===== config.mk =====
export PLATFORM = sky130hd
export DESIGN_NAME = if_gate_counter
export DESIGN_NICKNAME = d
export VERILOG_FILES = /design/src/rtl/if_gate_counter.sv
export SDC_FILE = /design/constraint.sdc
export NUM_CORES = 1
export LEC_CHECK = 0
export BUFFER_PORTS_ARGS = -buffer_cell sky130_fd_sc_hd__buf_2
export CAP_MARGIN = 20
export CORE_MARGIN = 1
export CORE_UTILIZATION = 50
export CTS_BUF_LIST = sky130_fd_sc_hd__clkbuf_8
export DETAILED_ROUTE_END_ITERATION = 8
export PLACE_DENSITY = 0.77
export SLEW_MARGIN = 20
export SYNTH_ARGS = -nofsm -noshare
export SYNTH_HDL_FRONTEND = slang
export SYNTH_SLANG_ARGS = --single-unit

===== constraint.sdc =====
create_clock -name clk -period 4.1 [get_ports clk]
set_input_delay 0.41 -clock clk [delete_from_list [all_inputs] [get_ports clk]]
set_output_delay 0.41 -clock clk [all_outputs]
set_load 0.05 [all_outputs]

===== src/rtl/if_gate_counter.sv =====
module if_gate_counter #(
  parameter int CW = 20,
  parameter int TW = 7
) (
  input  logic          clk,
  input  logic          rst_n,
  input  logic          ms_tick,
  input  logic          load,
  input  logic          run,
  input  logic [1:0]    gate_sel,
  input  logic          inhibit,
  input  logic          if_in,
  output logic [CW-1:0] count,
  output logic          done
);
  localparam logic [CW-1:0] CMAX = '1;

  typedef enum logic [1:0] {S_IDLE, S_WAIT, S_GATE, S_DONE} st_t;

  st_t         st;
  logic        run_q;
  logic [1:0]  sel_q;
  logic [TW-1:0] tcnt;
  logic [TW-1:0] wait_last, gate_last;
  logic [2:0]  sync_q;
  logic        rise;

  assign rise = sync_q[1] & ~sync_q[2];
  assign done = (st == S_DONE);
  assign wait_last = sel_q[1] ? TW'(7) : TW'(3);

  always_comb begin
    case (sel_q)
      2'd0:    gate_last = TW'(3);
      2'd1:    gate_last = TW'(7);
      2'd2:    gate_last = TW'(31);
      default: gate_last = TW'(63);
    endcase
  end

  always_ff @(posedge clk or negedge rst_n) begin
    if (!rst_n) sync_q <= '0;
    else        sync_q <= {sync_q[1:0], if_in};
  end

  always_ff @(posedge clk or negedge rst_n) begin
    if (!rst_n) begin
      st    <= S_IDLE;
      run_q <= 1'b0;
      sel_q <= '0;
      tcnt  <= '0;
      count <= '0;
    end else if (load) begin
      run_q <= run;
      if (!run) begin
        st    <= S_IDLE;
        tcnt  <= '0;
        count <= '0;
      end else if (!run_q) begin
        st    <= S_WAIT;
        sel_q <= gate_sel;
        tcnt  <= '0;
        count <= '0;
      end
    end else if (!inhibit) begin
      case (st)
        S_WAIT:
          if (ms_tick) begin
            if (tcnt == wait_last) begin
              st   <= S_GATE;
              tcnt <= '0;
            end else begin
              tcnt <= tcnt + 1'b1;
            end
          end
        S_GATE: begin
          if (rise && count != CMAX) count <= count + 1'b1;
          if (ms_tick) begin
            if (tcnt == gate_last) st <= S_DONE;
            else                   tcnt <= tcnt + 1'b1;
          end
        end
        default: ;
      endcase
    end
  end
endmodule


After elaboration in Yosys (flattened, before gate mapping)
Index checks and enable logic that the tools add are counted.

word-level totals
  register bits after elaboration = 35
  bits of input ports = 9
  logic and storage cells = 61

operators by class
  add/sub/neg operators = 2
  equality and inequality tests = 15
  muxes and demuxes = 26
  bitwise logic cells = 3
  reductions and logical operators = 9

operators by type and width
  operator               number
  $mux 20                6
  $mux 7                 8
  $add 20x1->20 const B  1
  $ne 20x20->1 const B   1
  $ne 3x3->1 const B     6
  $pmux 6 s3             1
  $mux 2                 8
  $pmux 7 s2             1
  $add 7x1->7 const B    1
  $eq 7x3->1             1
  $eq 7x7->1             1
  $reduce_and 7->1       1
  $eq 2x2->1 const B     3
  $reduce_and 6->1       1
  $eq 2x1->1 const B     2
  $pmux 2 s2             1
  $reduce_and 4->1       1
  $reduce_bool 2->1      2
  $mux 3                 1
  $reduce_and 3->1       1
  $reduce_bool 3->1      1
  $logic_not 2->1        1
  $ne 2x2->1 const B     1
  $not 1->1              2
  2 further kinds        2

Logic depth before layout (Yosys ltp)
  depth after elaboration = 8
  depth in mapped cells = 7

Worst setup path before layout
Ideal clock, no wire load.

  kind = register -> register
  from = register count[14]
  to = register count[9]
  library setup time = 0.126 ns
  arrival time = 2.011 ns
  path slack = 1.963 ns
  stages on the path, launching flop included = 7
  path buffers = 1
  cell sequence = dfrtp_1 -> nand4_1 -> nor4_2 -> a21o_4 -> buf_6 -> nor4_1 -> a311o_1

on the way
  longest elaborated chain between the ends = 4

ends and longest elaborated chain
  element                             line  RTL
  start: declaration                  13    output logic [CW-1:0] count,
  start signal: assignment            77    if (rise && count != CMAX) count <= count + 1'b1;
  $ne 20x20->1                        77
  $logic_and 1x1->1                   77
  $reduce_bool 2->1 (no source line)  -
  $reduce_and 4->1 (no source line)   -

Every way passes these cells.
A chain may end at the register's enable or synchronous reset.

Worst setup path after layout
  from = input port load
  to = register count[19]

on the way
  longest elaborated chain between the ends = 2

ends and longest elaborated chain
  element                                              line  RTL
  start: declaration                                   8     input logic load,
  $ne 3x3->1 (no source line) (tied with other cells)  -
  $reduce_and 4->1 (no source line)                    -

Parallel ways exist; a longest one is shown, timed or not.

==> results.sh <==
export IMPL_outcome="completed"
export IMPL_grt_pass1_wl_um=7470
export IMPL_vias=1726
export IMPL_crit_start="load"
export IMPL_cts_buffers=5
export IMPL_htree_levels=2
export IMPL_cts_clk_slew_worst_paths_ns=0.07
export IMPL_clock_sinks=35
export IMPL_worst_pin_slew_ns=0.872
export IMPL_dpl_worst_slack_ns=1.49
export IMPL_diodes=0
export IMPL_yosysSeqAreaShare_pct=43.5
export IMPL_via_per_inst=6.10
export IMPL_r2r_start="run_q$_DFFE_PN0P_"
export IMPL_synth_compound_area_share_pct=18.8
export IMPL_ys_top_cells_by_area="dfrtp_1 (44%), nand2_1 (3.4%), a21oi_1 (3.2%)"
export IMPL_cp_top_family="compound AO/OA/AOI/OAI gates"
export IMPL_hold_viol=0
export IMPL_critPathLaunchType="input pin"
export IMPL_cts_tree="done"
export IMPL_drive_above_1_share_pct=21.3
export IMPL_cts_hold_buf=0
export IMPL_die_area_sq_mm=0.00428
export IMPL_area_delta_synth_final_pct=11.7
export IMPL_synth_cell_types=48
export IMPL_yosysTopAreaCellShare_pct=43.5
export IMPL_relSlewSlack_pct=41.6
export IMPL_row_count=22
export IMPL_layout_commonest_cell="dfrtp_1"
export IMPL_die_w_um=65.4
export IMPL_grt_overflow=0
export IMPL_cts_root_buf="clkbuf_8"
export IMPL_drc=0
export IMPL_end_kind="flop"
export IMPL_hold_class="input pin to async pin"
export IMPL_netlist_area_sq_mm=0.00201
export IMPL_grt_usage_pct=23.4
export IMPL_ant_nets=0
export IMPL_max_clock_path_buffers=2
export IMPL_setup_ws_ns=1.76
export IMPL_tns_ns=0
export IMPL_fin_nets=245
export IMPL_io_pins=30
export IMPL_initialDrtViolationCount=175
export IMPL_skew_ns=0.0104
export IMPL_synthesis_nets=217
export IMPL_slew_violations=0
export IMPL_ctsResizeCount=0
export IMPL_ir_worst_vdd_mv=0.199
export IMPL_final_cell_mix="dfrtp_1 (35), buf_2 (29), nand2_1 (18)"
export IMPL_yosysTopAreaCell="dfrtp_1"
export IMPL_max_stage_delay_ns=0.56
export IMPL_initial_core_util_pct=53.4
export IMPL_wl_per_cell_um=15.3
export IMPL_synthSimpleGateAreaFrac_pct=27.1
export IMPL_netlist_instances=206
export IMPL_rsz0062_at_grt="false"
export IMPL_crit_type="input pin to flop"
export IMPL_synth_area_mux_share_pct=2.67
export IMPL_gp_congestion=0.833
export IMPL_synth_area_per_cell_sq_um=9.77
export IMPL_path_cells="buf_2, a21boi_2, o22ai_2, a21o_4, or4_1, a21oi_1"
export IMPL_async_flop_share_pct=100
export IMPL_synthAdderAreaFrac_pct=1.24
export IMPL_clkLatencyLatePin_ns=0.29
export IMPL_routed_wl_um=4320
export IMPL_synth_xor_area_share_pct=2.61
export IMPL_n_fill_cell=330
export IMPL_cp_num_buf_inv=1
export IMPL_grt_max_degree=36
export IMPL_fmax_ghz=0.427
export IMPL_grt_antenna_before_repair=0
export IMPL_ys_warn_count=0
export IMPL_synth_top_family_by_area="simple AND/OR/NAND/NOR gates"
export IMPL_slowest_stage="a21boi_2"
export IMPL_min_period_ns=2.34
export IMPL_setup_viol=0
export IMPL_ys_ff_latch=35
export IMPL_dp_hpwl_um=2960
export IMPL_grt_pass1_vias=1550
export IMPL_finalCritPeriodShare_pct=57.1
export IMPL_power_mw=0.891
export IMPL_synth_ff_type="dfrtp_1"
export IMPL_coreArea_sq_mm=0.00377
export IMPL_leakage_nw=0.951
export IMPL_portBuffers=29
export IMPL_die_h_um=65.4
export IMPL_power_density_mw_per_mm2=396
export IMPL_synth_edff_count=0
export IMPL_crit_fanout=27
export IMPL_postCtsSetupRepairBufs=0
export IMPL_cp_required_ns=4.31
export IMPL_dr_pass1_iters=4
export IMPL_arrival_ns=2.56
export IMPL_drv_cap=0
==> metrics by stage <==
| stage | instance area [sq um] | hold slack, ns | cells | util (%) |
|---|---|---|---|---|
| 6_report | 2250 | 0.192 | 283 | 59.6 |
| 5_1_grt | 2250 | 0.216 | 283 | 59.6 |
| 4_1_cts | 2250 | 0.220 | 283 | 59.6 |
| 3_5_place_dp | 2170 | 0.343 | 275 | 57.4 |
| 3_3_place_gp | 2170 | 0.335 | 275 | 57.4 |
| 2_1_floorplan | 2010 | 0.114 | 206 | - |
==> cell families (layout without fill, tap and decap cells) <==
kind of cell,count (synthesis),in the layout
AO/OA/AOI/OAI,49,49
XOR/XNOR,6,6
adder cells (fa/ha/maj),2,2
buffers and inverters,16,45
flip-flops,35,35
multiplexers,5,5
AND/OR/NAND/NOR,93,93
==> flip-flops by register name (all words and copies together), names as in the netlist <==
| signal | cells |
|---|---|
| st | 2 |
| run_q | 1 |
| tcnt | 7 |
| sync_q | 3 |
| count | 20 |
| sel_q | 2 |
==> cell usage after synthesis (2+ instances only) <==
cell type	count
a21oi_1	13
and4_1	4
nor4_1	5
or2_2	4
dfrtp_1	35
nand3b_1	2
o31ai_1	6
xor2_1	2
inv_1	8
ha_1	2
a31oi_1	2
xnor2_1	4
buf_6	2
nor3_1	3
mux2_2	3
nand2_1	18
or4_1	8
and3_1	2
nand2b_1	5
mux2i_1	2
nand3_1	12
o22ai_1	2
a311o_1	3
o21ai_0	10
clkbuf_1	3
a2111oi_4	2
nand4_1	7
buf_2	2
or3_1	3
nor2_1	10
nor2b_1	2
and2_1	3
nor4b_1	2
==> area by class of cell <==
type                            instances  area, sq um  share of cell area (%)
Timing Repair Buffer                   29          145                    6.46
Tap cell                               48         60.1                    2.67
Clock buffer                            5         68.8                    3.06
Multi-Input combinational cell        155         1050                    46.9
Clock inverter                          3         12.5                   0.557
Inverter                                8         30.0                    1.34
Sequential cell                        35          876                    39.0
==> path summary, 6_finish.rpt <==
path                                         end  slack, ns  cells after the start
setup / recovery           count[19]$_DFFE_PN0P_       1.76                      6
hold / removal              sel_q[0]$_DFFE_PN0P_       0.19                      1
setup reg to reg           count[19]$_DFFE_PN0P_       1.89                      5
hold reg to reg              sync_q[1]$_DFF_PN0_       0.36                      0
max in group asynchronous   count[2]$_DFFE_PN0P_       3.40                      1
min in group clk             sync_q[0]$_DFF_PN0_       0.23                      1
==> metal layers <==
layer  GRT usage (%)  share of wire [%]  up-vias
li1                -                  -      833
met1            33.2                 48      826
met2            33.9                 45       60
met3            5.73                5.9        7
met4            9.24                1.4        0
met5               0                  0        -
==> report_power, final <==
part / total, mW / switching (mW) / internal, mW / leakage, nW
Clock: 0.236 / 0.122 / 0.114 / 0.0505
Combinational: 0.221 / 0.153 / 0.0680 / 0.458
Sequential: 0.433 / 0.0524 / 0.381 / 0.443
Total: 0.891 / 0.328 / 0.563 / 0.951
Power figures use the tool's default switching activity.
